--- src/rtl/drc_pkg.sv ---
// Package: shared types for the dual-press reset manager.
// Assumes: a single clock domain after the input synchroniser.
package drc_pkg;

    // Press sequencer states
    typedef enum logic [1:0] {
        ST_IDLE  = 2'd0,   // waiting for a first press
        ST_ARMED = 2'd1,   // window running after a first press
        ST_HARD  = 2'd2    // hard reset pulse in progress
    } drc_state_t;

endpackage

--- src/rtl/drc_sync.sv ---
// Module: drc_sync
// Brings an asynchronous level into the clock domain through a chain of flops.
// Assumes: STAGES >= 2; the reset value is the inactive level of the signal.
module drc_sync #(
    parameter int STAGES    = 2,
    parameter bit RESET_VAL = 1'b0
) (
    input  logic clk,
    input  logic rst_n,
    input  logic din,
    output logic dout
);
    logic [STAGES-1:0] chain;

    // Shift the input through the synchroniser chain
    always_ff @(posedge clk) begin
        if (!rst_n) begin
            chain <= {STAGES{RESET_VAL}};
        end else begin
            chain <= {chain[STAGES-2:0], din};
        end
    end

    assign dout = chain[STAGES-1];

endmodule

--- src/rtl/drc_debounce.sv ---
// Module: drc_debounce
// Accepts a new level only after the input has differed from the current
// level for STABLE_CYCLES consecutive samples. Emits a one-cycle event
// on each accepted assertion.
// Assumes: din is already synchronous; STABLE_CYCLES >= 2.
module drc_debounce #(
    parameter int STABLE_CYCLES = 50_000
) (
    input  logic clk,
    input  logic rst_n,
    input  logic din,
    output logic level,
    output logic rise
);
    localparam int CW = $clog2(STABLE_CYCLES);
    localparam logic [CW-1:0] LAST = CW'(STABLE_CYCLES - 1);

    logic [CW-1:0] run_cnt;

    // Count consecutive disagreeing samples and accept the level at the limit
    always_ff @(posedge clk) begin
        if (!rst_n) begin
            level   <= 1'b0;
            run_cnt <= '0;
            rise    <= 1'b0;
        end else begin
            rise <= 1'b0;
            if (din == level) begin
                run_cnt <= '0;
            end else if (run_cnt == LAST) begin
                level   <= din;
                run_cnt <= '0;
                rise    <= din;
            end else begin
                run_cnt <= run_cnt + 1'b1;
            end
        end
    end

    // a press event lasts exactly one cycle
    a_r2_rise_single: assert property (@(posedge clk) disable iff (!rst_n)
        rise |=> !rise);

    // a press event only accompanies an accepted asserted level
    a_r2_rise_with_level: assert property (@(posedge clk) disable iff (!rst_n)
        rise |-> level);

endmodule

--- src/rtl/drc_sequencer.sv ---
// Module: drc_sequencer
// Classifies filtered press events. A first press opens a window and raises
// the soft reset while pressed. A second press inside the window starts a
// fixed hard reset pulse, during which presses are ignored.
// Assumes: pressed/press_rise come from the debouncer; both limits >= 2.
module drc_sequencer
    import drc_pkg::*;
#(
    parameter int WINDOW_CYCLES = 50_000_000,
    parameter int HARD_CYCLES   = 5_000_000
) (
    input  logic clk,
    input  logic rst_n,
    input  logic pressed,
    input  logic press_rise,
    output logic soft_rst,
    output logic hard_rst
);
    localparam int WW = $clog2(WINDOW_CYCLES);
    localparam int HW = $clog2(HARD_CYCLES);
    localparam logic [WW-1:0] WLAST = WW'(WINDOW_CYCLES - 1);
    localparam logic [HW-1:0] HLAST = HW'(HARD_CYCLES - 1);

    drc_state_t    state;
    logic [WW-1:0] win_cnt;
    logic [HW-1:0] hard_cnt;
    logic          soft_q;
    logic          hard_q;

    // Step through idle, window and hard pulse phases
    always_ff @(posedge clk) begin
        if (!rst_n) begin
            state    <= ST_IDLE;
            win_cnt  <= '0;
            hard_cnt <= '0;
            hard_q   <= 1'b0;
        end else begin
            case (state)
                ST_IDLE: begin
                    if (press_rise) begin
                        state   <= ST_ARMED;
                        win_cnt <= '0;
                    end
                end
                ST_ARMED: begin
                    if (press_rise) begin
                        state    <= ST_HARD;
                        hard_cnt <= '0;
                        hard_q   <= 1'b1;
                    end else if (win_cnt == WLAST) begin
                        state <= ST_IDLE;
                    end else begin
                        win_cnt <= win_cnt + 1'b1;
                    end
                end
                ST_HARD: begin
                    if (hard_cnt == HLAST) begin
                        state  <= ST_IDLE;
                        hard_q <= 1'b0;
                    end else begin
                        hard_cnt <= hard_cnt + 1'b1;
                    end
                end
                default: state <= ST_IDLE;
            endcase
        end
    end

    // Raise soft reset on a first press and hold it while the press lasts
    always_ff @(posedge clk) begin
        if (!rst_n) begin
            soft_q <= 1'b0;
        end else if (press_rise && state == ST_IDLE) begin
            soft_q <= 1'b1;
        end else if (!pressed) begin
            soft_q <= 1'b0;
        end
    end

    assign soft_rst = soft_q;
    assign hard_rst = hard_q;

    // the two resets never overlap
    a_r8_exclusive: assert property (@(posedge clk) disable iff (!rst_n)
        !(soft_q && hard_q));

    // a hard pulse starts only from a new press inside the window
    a_r4_hard_entry: assert property (@(posedge clk) disable iff (!rst_n)
        $rose(hard_q) |-> $past(state == ST_ARMED && press_rise));

    // soft reset drops after the filtered press ends
    a_r3_soft_clears: assert property (@(posedge clk) disable iff (!rst_n)
        !pressed |=> !soft_q);

    // an expired window with no press returns to idle
    a_r7_window_expire: assert property (@(posedge clk) disable iff (!rst_n)
        (state == ST_ARMED && win_cnt == WLAST && !press_rise) |=> state == ST_IDLE);

    // the end of a hard pulse leaves the block idle
    a_r6_hard_exit_idle: assert property (@(posedge clk) disable iff (!rst_n)
        $fell(hard_q) |-> state == ST_IDLE);

endmodule

--- src/rtl/dual_press_reset.sv ---
// Module: dual_press_reset
// Top of the dual-press reset manager: synchroniser, press filter and
// press sequencer. Converts the active-low host reset into an active-high
// "pressed" signal before filtering.
// Assumes: clk runs at CLK_HZ; rst_n is synchronous to clk.
module dual_press_reset #(
    parameter int CLK_HZ          = 50_000_000,
    parameter int DEBOUNCE_CYCLES = CLK_HZ / 1000,
    parameter int WINDOW_CYCLES   = CLK_HZ,
    parameter int HARD_CYCLES     = CLK_HZ / 10
) (
    input  logic clk,
    input  logic rst_n,
    input  logic host_rst_n,
    output logic soft_rst_o,
    output logic hard_rst_o
);
    logic press_async;
    logic press_sync;
    logic press_level;
    logic press_rise;

    assign press_async = ~host_rst_n;

    drc_sync #(
        .STAGES    (2),
        .RESET_VAL (1'b0)
    ) u_sync (
        .clk   (clk),
        .rst_n (rst_n),
        .din   (press_async),
        .dout  (press_sync)
    );

    drc_debounce #(
        .STABLE_CYCLES (DEBOUNCE_CYCLES)
    ) u_debounce (
        .clk   (clk),
        .rst_n (rst_n),
        .din   (press_sync),
        .level (press_level),
        .rise  (press_rise)
    );

    drc_sequencer #(
        .WINDOW_CYCLES (WINDOW_CYCLES),
        .HARD_CYCLES   (HARD_CYCLES)
    ) u_seq (
        .clk        (clk),
        .rst_n      (rst_n),
        .pressed    (press_level),
        .press_rise (press_rise),
        .soft_rst   (soft_rst_o),
        .hard_rst   (hard_rst_o)
    );

endmodule

--- config.mk ---
export PLATFORM = sky130hd
export DESIGN_NAME = dual_press_reset
export DESIGN_NICKNAME = d
export VERILOG_FILES = /design/src/rtl/drc_pkg.sv /design/src/rtl/drc_sync.sv /design/src/rtl/drc_debounce.sv /design/src/rtl/drc_sequencer.sv /design/src/rtl/dual_press_reset.sv
export SDC_FILE = /design/constraint.sdc
export NUM_CORES = 1
export LEC_CHECK = 0
export ABC_AREA = 1
export BUFFER_PORTS_ARGS = -buffer_cell sky130_fd_sc_hd__buf_2
export CAP_MARGIN = 20
export CORE_UTILIZATION = 36
export CTS_BUF_LIST = sky130_fd_sc_hd__clkbuf_4 sky130_fd_sc_hd__clkbuf_8
export DETAILED_ROUTE_END_ITERATION = 6
export GPL_TIMING_DRIVEN = 0
export SYNTH_ARGS = -nofsm -noshare
export SYNTH_HDL_FRONTEND = slang
export SYNTH_SLANG_ARGS = --single-unit
--- constraint.sdc ---
create_clock -name clk -period 1.64 [get_ports clk]
set_input_delay 0 -clock clk [delete_from_list [all_inputs] [get_ports clk]]
set_output_delay 0 -clock clk [all_outputs]
set_load 0.1 [all_outputs]
==> results.yml <==
timing:
  slew_headroom: 0.539
  hold_violations: 0
  post-route-period-util: 0.995
  timing.final.max_slew_violations: 0
  setup_tns_ps: 0
  skew_ps: 14.6
  fmax_ghz: 0.613
  finalSetupViolations: 0
  tightest_slew_ps: 691
  min_period_ps: 1630
  rsz0062_at_grt: "true"
min_path:
  hp-class: "input pin to flip-flop"
  hp-start: "rst_n"
  whs_path_depth: 3
  worstHoldEndpoint: "u_seq.hard_cnt[0]$_SDFFE_PN0P_"
routing:
  avgRoutedWirePerCell_um: 13.5
  wl_mm: 12.4
  firstDrtPassIters: 4
  vias_per_cell: 5.09
  drc_errors: 0
  ant_nets: 0
  vias: 4644
  drtIter0Drc: 275
place:
  hpwl_mm: 8.30
  io_buffers: 3
  gp_congestion: 0.951
  dp_cells: 869
worst_setup_path:
  critical_path.max_stage_delay_ps: 360
  endpoint_kind: "flip-flop"
  cp_data_required_time_ps: 1910
  crit_chain: "ha_4, nand2_4, nor2_4, nand2_2, nor2_2, nand2_2, nand2_4, nand2_4, buf_8, buf_12, a21oi_2, nor2_1"
  critPathArrivalTime_ps: 1900
  cp_num_buf_inv: 2
  critical_path_class: "flip-flop to flip-flop"
  path_delay_family: "simple AND/OR/NAND/NOR gates"
  worstReg2RegEnd: "u_seq.win_cnt[10]$_SDFFE_PN0P_"
  cp_max_fo: 10
  cp_slowest_cell: "dfxtp_2"
  worstRegToRegCells: 12
  startpoint_type: "flip-flop"
  timing.rr.start: "u_seq.win_cnt[0]$_SDFFE_PN0P_"
  crit_path_frequent_cell: "nand2_4"
  reg2reg_slack_ps: 8
clock_tree:
  cts_buffers: 9
  cts.sinks: 73
  clockBufferDepth: 2
  cts_root_buffer: "clkbuf_8"
  clk_pin_slew_ps: 80
  cts_tree: "built"
  clock_latency_ps: 380
  htreeDepth: 3
logic_synthesis:
  synth_area_mm2: 0.00439
  syn_inst: 723
  ys_top_cells_by_count: "215 x nand2_1, 126 x nor2_1, 92 x nand3_1, 73 x dfxtp_1, 69 x inv_1"
  synth_top_area_cell: "dfxtp_1"
  yosysUniqueCellTypes: 36
  synth_area_per_cell_um2: 6.08
  synth.most_common_cell: "nand2_1"
  async_flop_share: 0
  ys_warn_count: 0
  synth_nets: 729
  synth_ff_type: "dfxtp_1"
  ys_ff_latch: 73
  synth_edf_count: 0
  synth.area.top_cells: "dfxtp_1 33%, nand2_1 18%, nor2_1 11%, nand3_1 10%, inv_1 5.9%"
  synth.top_cell.area_share: 0.333
  synth-seq-area-share: 0.333
flow_run:
  cap_violations: 0
global_routing:
  grt_pass1_wl_mm: 19.7
  grt_pass1_vias: 4126
  antenna_found_initial: 0
  grt_max_degree: 16
  grt_overflow: 0
  grt_usage: 0.196
cells_and_area:
  multi_input_area_mm2: 0.00288
  n_fill_cell: 1199
  fin_nets: 770
  regArea_mm2: 0.00151
  utilization: 0.469
  n_antenna_cell: 0
  area_growth_pct: 24.6
  fin_cells: 912
  drive_above_1_share: 0.222
die:
  die-area_mm2: 0.0126
  core_area_mm2: 0.0117
  die_h_um: 112
  io_pins: 5
  die_x_um: 112
  rows: 39
  initial_utilization: 0.377
power_and_ir_drop:
  power_density_mw_per_mm2: 614
  leakagePower_nw: 2.02
  vdd_drop_max_v: 0.000549
  fin_total_pwr_mw: 3.36
status:
  outcome: "completed"
sequential cells by signal, summed over array words and instances, names as in the netlist:
name / cells
u_seq.hard_rst: 1
u_debounce.run_cnt: 16
u_seq.hard_cnt: 23
u_sync.chain: 2
u_debounce.level: 1
u_seq.soft_rst: 1
u_debounce.rise: 1
u_seq.win_cnt: 26
u_seq.state: 2
area by class of cell:
| cell class | count | area share |
|---|---|---|
| buffer | 19 | 0.0274 |
| clock buffer | 9 | 0.0226 |
| clock inverter | 7 | 0.0153 |
| inverter | 71 | 0.0501 |
| multi-input combinational | 560 | 0.526 |
| sequential | 73 | 0.275 |
| tap | 143 | 0.0327 |
| timing repair buffer | 30 | 0.0505 |
power by group:
group	switching [mW]	internal (mW)	leakage, nW
Combinational	0.0440	0.0174	1.31
Clock	0.798	0.731	0.103
Sequential	0.00141	1.77	0.604
Total	0.843	2.52	2.02
routing by layer:
layer  vias to the layer above  wire length [µm]  part of all wire  GRT usage
met5                         -                 0                 0          0
met4                         0               207             0.017     0.0640
met3                        20               627             0.051     0.0524
met2                       103              5840              0.47      0.321
met1                      2136              5680              0.46      0.250
li1                       2385                 -                 -          -
metrics by stage:
step	worst slack [ps]	cell area [µm²]	hold slack, ps
after floorplan	45.7	4390	72.4
after global placement	-392	4590	169
after detailed placement	-370	4590	170
after CTS	-74.6	5030	72.1
after global routing	-87.5	5470	130
final	7.81	5470	102
what timing repair did:
action / in CTS / in global routing
hold buffers: 1 / 0
endpoints found under the hold margin: 1 / 0
endpoints found under the setup margin: 62 / 63
cloned: 1 / 2
gates resized for setup: 40 / 98
setup buffers: 11 / 12
pin swaps: 4 / 18
cells in the final DEF, fill, tap and decap left out, drive strengths merged, types with 2 or more instances in the layout:
cell / count
and2: 5
buf: 37
nand3: 92
nor2: 136
o21ai: 8
clkbuf: 20
nand2: 221
a22oi: 2
xor2: 10
a21oi: 45
nand4: 12
o21bai: 2
inv: 75
nor3b: 3
nor3: 9
dfxtp: 73
or2: 4
ha: 3
worst reg2reg max path: stages, from the launching register on:
cell     delay, ps
dfxtp_2        360
ha_4           150
nand2_4         50
nor2_4         100
nand2_2         60
nor2_2          90
nand2_2         70
nand2_4         90
nand2_4         70
buf_8          160
buf_12         150
a21oi_2        120
nor2_1          50
worst max-delay path by stage:
stage,start,to,slack (ps),cells after the start
2_1_floorplan,u_seq.win_cnt[0]$_SDFFE_PN0P_,u_seq.win_cnt[16]$_SDFFE_PN0P_,50,12
3_3_place_gp,u_seq.hard_cnt[0]$_SDFFE_PN0P_,u_seq.hard_cnt[18]$_SDFFE_PN0P_,-390,12
3_5_place_dp,u_seq.hard_cnt[0]$_SDFFE_PN0P_,u_seq.hard_cnt[18]$_SDFFE_PN0P_,-370,12
4_1_cts,u_seq.win_cnt[0]$_SDFFE_PN0P_,u_seq.win_cnt[10]$_SDFFE_PN0P_,-70,12
5_1_grt,u_seq.win_cnt[1]$_SDFFE_PN0P_,u_seq.win_cnt[22]$_SDFFE_PN0P_,-90,13
6_report,u_seq.win_cnt[0]$_SDFFE_PN0P_,u_seq.win_cnt[10]$_SDFFE_PN0P_,8,12
cells by family (layout without fill, tap and decap cells):
| kind of cell | Yosys count | count (layout) | synth area share |
|---|---|---|---|
| AOI/OAI and AO/OA | 61 | 61 | 0.0795 |
| xor gates and xnor gates | 11 | 11 | 0.0219 |
| adders and majority gates | 3 | 3 | 0.00855 |
| buffers and inverters | 90 | 136 | 0.0852 |
| DFF | 73 | 73 | 0.333 |
| and+or+nand+nor | 485 | 485 | 0.472 |
(Power assumes the default switching activity.)
